--- src/rtl/supv_pkg.sv ---
package supv_pkg;

    typedef enum logic [1:0] {
        CAUSE_POR = 2'd0,
        CAUSE_UV  = 2'd1,
        CAUSE_BTN = 2'd2,
        CAUSE_WD  = 2'd3
    } cause_e;

endpackage

--- src/rtl/supv_sync2.sv ---
module supv_sync2 #(
    parameter int               WIDTH   = 1,
    parameter logic [WIDTH-1:0] RST_VAL = '0
) (
    input  logic             clk,
    input  logic             rst_n,
    input  logic [WIDTH-1:0] d,
    output logic [WIDTH-1:0] q
);

    typedef struct packed {
        logic [WIDTH-1:0] s1;
        logic [WIDTH-1:0] s2;
    } sync_t;

    sync_t st_d, st_q;

    always_comb begin
        st_d    = st_q;
        st_d.s1 = d;
        st_d.s2 = st_q.s1;
    end

    always_ff @(posedge clk) begin
        if (!rst_n) begin
            st_q.s1 <= RST_VAL;
            st_q.s2 <= RST_VAL;
        end else begin
            st_q <= st_d;
        end
    end

    assign q = st_q.s2;

endmodule

--- src/rtl/supv_btn_qual.sv ---
module supv_btn_qual #(
    parameter int DEB_CYC = 50
) (
    input  logic clk,
    input  logic rst_n,
    input  logic btn_n_s,
    output logic pressed
);

    localparam int            CW   = $clog2(DEB_CYC + 1);
    localparam logic [CW-1:0] CMAX = CW'(DEB_CYC);

    typedef struct packed {
        logic [CW-1:0] cnt;
        logic          pressed;
    } qual_t;

    qual_t st_d, st_q;

    always_comb begin
        st_d = st_q;
        if (btn_n_s) begin
            st_d.cnt = '0;
        end else if (st_q.cnt != CMAX) begin
            st_d.cnt = st_q.cnt + 1'b1;
        end
        st_d.pressed = !btn_n_s && (st_d.cnt == CMAX);
    end

    always_ff @(posedge clk) begin
        if (!rst_n) begin
            st_q.cnt     <= '0;
            st_q.pressed <= 1'b0;
        end else begin
            st_q <= st_d;
        end
    end

    assign pressed = st_q.pressed;

endmodule

--- src/rtl/supv_stretch.sv ---
module supv_stretch
    import supv_pkg::*;
#(
    parameter int TIMEOUT_CYC = 7000000
) (
    input  logic   clk,
    input  logic   rst_n,
    input  logic   req,
    input  cause_e src,
    output logic   active,
    output cause_e cause
);

    localparam int            TW   = $clog2(TIMEOUT_CYC + 1);
    localparam logic [TW-1:0] TMAX = TW'(TIMEOUT_CYC);

    typedef struct packed {
        logic [TW-1:0] tmr;
        logic          active;
        cause_e        cause;
    } stretch_t;

    stretch_t st_d, st_q;

    always_comb begin
        st_d = st_q;
        if (req) begin
            st_d.tmr    = TMAX;
            st_d.active = 1'b1;
            if (!st_q.active) begin
                st_d.cause = src;
            end
        end else begin
            st_d.active = (st_q.tmr != '0);
            if (st_q.tmr != '0) begin
                st_d.tmr = st_q.tmr - 1'b1;
            end
        end
    end

    always_ff @(posedge clk) begin
        if (!rst_n) begin
            st_q.tmr    <= TMAX;
            st_q.active <= 1'b1;
            st_q.cause  <= CAUSE_POR;
        end else begin
            st_q <= st_d;
        end
    end

    assign active = st_q.active;
    assign cause  = st_q.cause;

endmodule

--- src/rtl/supv_reset_gen.sv ---
module supv_reset_gen
    import supv_pkg::*;
#(
    parameter int TIMEOUT_CYC = 7000000,
    parameter int DEB_CYC     = 50
) (
    input  logic       clk,
    input  logic       rst_n,
    input  logic       uv_flag_a,
    input  logic       btn_n_a,
    input  logic       wd_expire,
    output logic       sys_rst,
    output logic       sys_rst_n,
    output logic [1:0] rst_cause
);

    logic [1:0] sync_out;
    logic       uv_s;
    logic       btn_s;
    logic       btn_pressed;
    logic       req_any;
    cause_e     src_sel;
    logic       active;
    cause_e     cause;

    supv_sync2 #(
        .WIDTH   (2),
        .RST_VAL (2'b10)
    ) u_sync (
        .clk   (clk),
        .rst_n (rst_n),
        .d     ({btn_n_a, uv_flag_a}),
        .q     (sync_out)
    );

    assign uv_s  = sync_out[0];
    assign btn_s = sync_out[1];

    supv_btn_qual #(
        .DEB_CYC (DEB_CYC)
    ) u_btn (
        .clk     (clk),
        .rst_n   (rst_n),
        .btn_n_s (btn_s),
        .pressed (btn_pressed)
    );

    always_comb begin
        req_any = uv_s || btn_pressed || wd_expire;
        if (uv_s) begin
            src_sel = CAUSE_UV;
        end else if (btn_pressed) begin
            src_sel = CAUSE_BTN;
        end else begin
            src_sel = CAUSE_WD;
        end
    end

    supv_stretch #(
        .TIMEOUT_CYC (TIMEOUT_CYC)
    ) u_stretch (
        .clk    (clk),
        .rst_n  (rst_n),
        .req    (req_any),
        .src    (src_sel),
        .active (active),
        .cause  (cause)
    );

    assign sys_rst   = active;
    assign sys_rst_n = ~active;
    assign rst_cause = cause;

endmodule

--- config.mk ---
export PLATFORM = sky130hd
export DESIGN_NAME = supv_reset_gen
export DESIGN_NICKNAME = d
export VERILOG_FILES = /design/src/rtl/supv_pkg.sv /design/src/rtl/supv_sync2.sv /design/src/rtl/supv_btn_qual.sv /design/src/rtl/supv_stretch.sv /design/src/rtl/supv_reset_gen.sv
export SDC_FILE = /design/constraint.sdc
export NUM_CORES = 1
export LEC_CHECK = 0
export ABC_AREA = 1
export BUFFER_PORTS_ARGS = -buffer_cell sky130_fd_sc_hd__clkbuf_2
export CAP_MARGIN = 10
export CELL_PAD_IN_SITES_DETAIL_PLACEMENT = 1
export CELL_PAD_IN_SITES_GLOBAL_PLACEMENT = 1
export CORE_UTILIZATION = 33
export CTS_BUF_LIST = sky130_fd_sc_hd__clkbuf_2 sky130_fd_sc_hd__clkbuf_4 sky130_fd_sc_hd__clkbuf_8
export DETAILED_ROUTE_END_ITERATION = 12
export GPL_ROUTABILITY_DRIVEN = 0
export PLACE_DENSITY = 0.72
export SYNTH_ARGS = -nofsm -noshare
export SYNTH_HDL_FRONTEND = slang
export SYNTH_SLANG_ARGS = --single-unit
--- constraint.sdc ---
create_clock -name clk -period 1.7 [get_ports clk]
set_clock_uncertainty 0.05 [all_clocks]
set_input_delay 0 -clock clk [delete_from_list [all_inputs] [get_ports clk]]
set_output_delay 0 -clock clk [all_outputs]
set_load 0.01 [all_outputs]
# Word level (Yosys, flattened, before mapping)
# Cells that the tools add are included.
# op_classes
add_sub_neg,2
eq_ne,2
mux,4
bitwise_logic,2
n_reduce_logical,7
# ops
cell,count
$reduce_bool A23 Y1,1
$sub A23 B1 Y23 const B,1
$mux W6,2
$add A6 B1 Y6 const B,1
$eq A6 B6 Y1 const B,1
$ne A6 B6 Y1 const B,1
$logic_or A1 B1 Y1,2
$mux W2,1
$not A1 Y1,2
$reduce_and A2 Y1,1
$reduce_or A2 Y1,1
$logic_and A1 B1 Y1,1
$logic_not A1 Y1,1
$mux W1,1
# word_totals
regBits,37
in_bits,5
output_inout_bits,4
elab_cells,24

# Logic depth before layout (Yosys ltp)
# depth
ltp_word,5
ltp_mapped,10
depth_no_buf,10

# Modules after synthesis
# Synthesis repeated with hierarchy kept, for this count alone.
# hier_totals
cells_unflattened,307
hier_area_um2,2065.7
# by_module_without_submodules
mod,n_inst,cells_per_inst,area_per_inst_um2,seq_area_each_um2
supv_stretch,1,231,1535.2,520.5
supv_btn_qual,1,58,397.9,140.1
supv_sync2,1,12,110.1,80.1
supv_reset_gen,1,6,22.5,0.0

# Worst setup path after synthesis
# Ideal clock, no wire load.
# synth_path
kind,flip-flop to flip-flop
from,register u_stretch.st_q[3] (netlist bit)
to,register u_stretch.st_q[19] (netlist bit)
setup_time_ns,0.128
t_arrival_ns,1.268
required_ns,1.522
path_slack_ns,0.254
stages_incl_launch_ff,9
n_path_buf,0
cell_sequence,dfxtp_1 -> inv_1 -> ha_1 -> nand2_1 -> nor2_1 -> nand2_1 -> xor2_1 -> nand2_1 -> nor2_1
# synth_via
elab_chain_cells,1
word_cells_on_any_way,2
# synth_lines
item,line,rtl
"start, declared",supv_stretch.sv:23,"stretch_t st_d, st_q;"
"start signal, assigned",supv_stretch.sv:47,st_q <= st_d;
$sub A23 B1 Y23 or $reduce_bool A23 Y1 (tied branches),"supv_stretch.sv:36, supv_stretch.sv:35",
# Parallel ways exist; a longest one is shown, timed or not.
# A chain may end at the register's enable or synchronous reset.

# Worst setup path after layout
# layout_path
from,register u_stretch.st_q[3] (netlist bit)
to,register u_stretch.st_q[20] (netlist bit)
# The elaborated chain is that of the path after synthesis.

==> impl_metrics.toml <==
[critical_path]
reg2reg_to = "u_stretch.st_q[20]"
max_stage_delay_ps = 340
crit_top_cell = "nand2_1"
rrSetupSlack_ps = 160
reg2reg_from = "u_stretch.st_q[3]"
crit_type = "reg -> reg"
crit_slowest_cell = "dfxtp_1"
crit_chain = "inv_2, ha_1, nand2_1, nor2_4, nand3_4, nand2_2, nor2_1, nand2_1, nand2_1"
cp-start-kind = "register"
critPathRequiredTime_ps = 1840
cp_max_fo = 14
arrival_ps = 1680
worstSetupEndpointType = "register"
r2r_cells = 9

[clocking]
h-tree-depth = 2
cts-root-buf = "clkbuf_8"
clock_path_buffers = 2
cts_buffers = 5
cts_tree = "built"
clock-sinks = 37
clk_latency_ps = 290
clkTransAtPathRegs_ps = 80

[die]
die_y_um = 78.5
ios = 9
row_count = 27
fp.dieW_um = 78.5
core_area_mm2 = 0.00557
start_util_pct = 34.7
dieArea_mm2 = 0.00617

[final_layout]
final_net_count = 315
diodes = 0
drive_gt1_share_pct = 11.1
syn2layout_area_growth_pct = 15.3
n_fill_cell = 747

[timing]
drv_slew = 0
holdWs_ps = 123
fin_crit_ps = 1540
hold_violations = 0
min_period_over_period_pct = 90.6
max_freq_mhz = 649
slew_headroom_pct = 69.1
worst_pin_slew_ps = 464
grt_setup_unrepaired = "no"
setup_violations = 0
fin_tns_setup_ps = 0

[grt]
grt_pass1_vias = 1833
grt_antenna_before_repair = 0
grt_max_degree = 15
overflow = 0
grt_pass1_wl_um = 8650
grt_use_total_pct = 18.1

[yosys]
syn_nets = 299
ys_warn_count = 0
synth.avg_cell_area_um2 = 6.67
ys_types = 26
synth_area_leader_cell = "dfxtp_1"
synthArstFlopShare_pct = 0
syn_area_mm2 = 0.00193
ys_top_cells_by_count = "nand2_1, nor2_1, dfxtp_1, inv_1, nand3_1"
synth_edf_count = 0
synth_top_area_share_pct = 38.3
yosysMostFrequentCell = "nand2_1"
yosysSeqAreaShare_pct = 38.3
ys_ff_latch = 37
synthCells = 290
yosys-top-cells-area = "dfxtp_1, nand2_1, nor2_1"
synthFlopType = "dfxtp_1"

[flow_run]
drv_cap = 0

[routing]
drt_iter0_drc = 40
dr.pass1.iters = 4
routedWlPerCell_um = 13.1
wirelength_um = 4970
avgViaCountPerCell = 4.77
drcViolationCount = 0
vias = 1809
ant_nets = 0

[min_path]
hp-class = "in -> reg"
hold_end = "u_stretch.cause[1]"
min-delay-start = "wd_expire"
min_path_cells = 6

[placed_design]
dp_hpwl_um = 3760
port_buffers = 8

[power_and_ir_drop]
vdd_drop_max_v = 0.000382
powerDensity_mw_per_mm2 = 889
p_seq_share_pct = 45.4
power.leakage_nw = 0.964
internal_power_mw = 1.52
clkPwrFrac_pct = 46.4
swShare_pct = 23.2
pwr-share-comb_pct = 8.2
p_switching_uw = 461

[run_status]
status = "complete, no violations"
-- power by group through the flow --
stage	clock, mW	combinational (mW)	sequential (mW)
floorplan	0	0.104	0.916
global placement	0	0.147	0.920
detailed placement	0	0.148	0.920
CTS	0.939	0.159	0.900
global route	0.973	0.185	0.902
finish	0.919	0.163	0.900
-- layer usage --
metal / GRT usage, % / vias to the layer above / wire length (um)
li1: - / 932 / -
met2: 31.1 / 18 / 2400
met3: 4.19 / 7 / 115
met5: 0 / - / 0
met4: 5.56 / 0 / 64
met1: 22.2 / 852 / 2390
-- registers in the layout (all words and copies together) (netlist names) --
name,cells
u_stretch.cause,2
u_sync.q,2
u_sync.st_d,2
u_btn.st_q,6
u_stretch.st_q,23
u_btn.pressed,1
u_stretch.active,1
-- cell usage in the layout, fill, tap and decap left out --
| cell | netlist | routed |
|---|---|---|
| nand2_1 | 79 | 78 |
| nor2_1 | 56 | 56 |
| dfxtp_1 | 37 | 37 |
| inv_1 | 35 | 34 |
| nand3_1 | 21 | 21 |
| a21oi_1 | 11 | 11 |
| clkbuf_2 | 0 | 8 |
| nand4_1 | 7 | 7 |
| xor2_1 | 7 | 7 |
| nor2_4 | 4 | 5 |
| clkbuf_8 | 0 | 5 |
| nor2_2 | 5 | 4 |
| nor3_1 | 4 | 4 |
| ha_1 | 4 | 4 |
| dlygate4sd3_1 | 0 | 4 |
| o21ai_0 | 3 | 3 |
| buf_4 | 2 | 3 |
| nand2_2 | 1 | 2 |
| xnor2_1 | 2 | 2 |
| or2_2 | 2 | 2 |
| bufinv_16 | 0 | 2 |
| inv_2 | 0 | 1 |
| nand3_4 | 1 | 1 |
| a31oi_1 | 1 | 1 |
| and2_1 | 1 | 1 |
| nand3b_1 | 1 | 1 |
| o211ai_1 | 1 | 1 |
| nor3b_1 | 1 | 1 |
| clkinv_2 | 0 | 1 |
-- worst max-delay path: cells and delay by family, from the launching register on --
family | cells | cell delay [ps]
and+or+nand+nor | 7 | 740
DFF | 1 | 340
adders and majority gates | 1 | 190
buffers and inverters | 1 | 110
-- what timing repair did --
item / in CTS / in global routing
endpoints found under the setup margin: 0 / 3
hold buffers: 4 / 0
buffers inserted: 0 / 0
resized for setup: 0 / 3
hold endpoints to repair: 4 / 0
-- metrics by stage --
stage | cells | setup WS, ps | utilization [%] | cell area (um2) | power (mW)
floorplan | 290 | 254 | - | 1930 | 1.02
global placement | 367 | 195 | 36.7 | 2050 | 1.07
detailed placement | 367 | 106 | 36.7 | 2050 | 1.07
CTS | 379 | 88.8 | 39.8 | 2220 | 2.00
global route | 379 | 0.449 | 40.0 | 2230 | 2.06
finish | 379 | 160 | 40.0 | 2230 | 1.98
-- how the worst max path moves through the flow --
stage | start | to | slack, ps | cells past startpoint
3_3_place_gp | u_stretch.st_q[3] | u_stretch.st_q[16] | 200 | 9
2_1_floorplan | u_stretch.st_q[3] | u_stretch.st_q[19] | 250 | 8
5_1_grt | u_stretch.st_q[5] | u_stretch.st_q[20] | 0.4 | 8
6_report | u_stretch.st_q[3] | u_stretch.st_q[20] | 160 | 9
4_1_cts | u_stretch.st_q[3] | u_stretch.st_q[20] | 90 | 9
3_5_place_dp | u_stretch.st_q[3] | u_stretch.st_q[20] | 110 | 9
-- kinds of logic after synthesis --
| kind of cell | count (synthesis) | synth area share (%) |
|---|---|---|
| DFF | 37 | 38.3 |
| and+or+nand+nor | 183 | 41.9 |
| xor gates and xnor gates | 9 | 4.08 |
| adders and majority gates | 4 | 2.59 |
| buffers and inverters | 41 | 8.80 |
| AOI/OAI and AO/OA | 16 | 4.34 |
-- cell type report --
type | instances | area [um2] | area share (%)
tap | 72 | 90.1 | 4.04
sequential | 37 | 741 | 33.2
multi-input combinational | 212 | 1030 | 46.2
clock inverter | 3 | 65.1 | 2.92
timing repair buffer | 15 | 103 | 4.60
inverter | 35 | 131 | 5.90
clock buffer | 5 | 68.8 | 3.09
(Power assumes the default switching activity.)
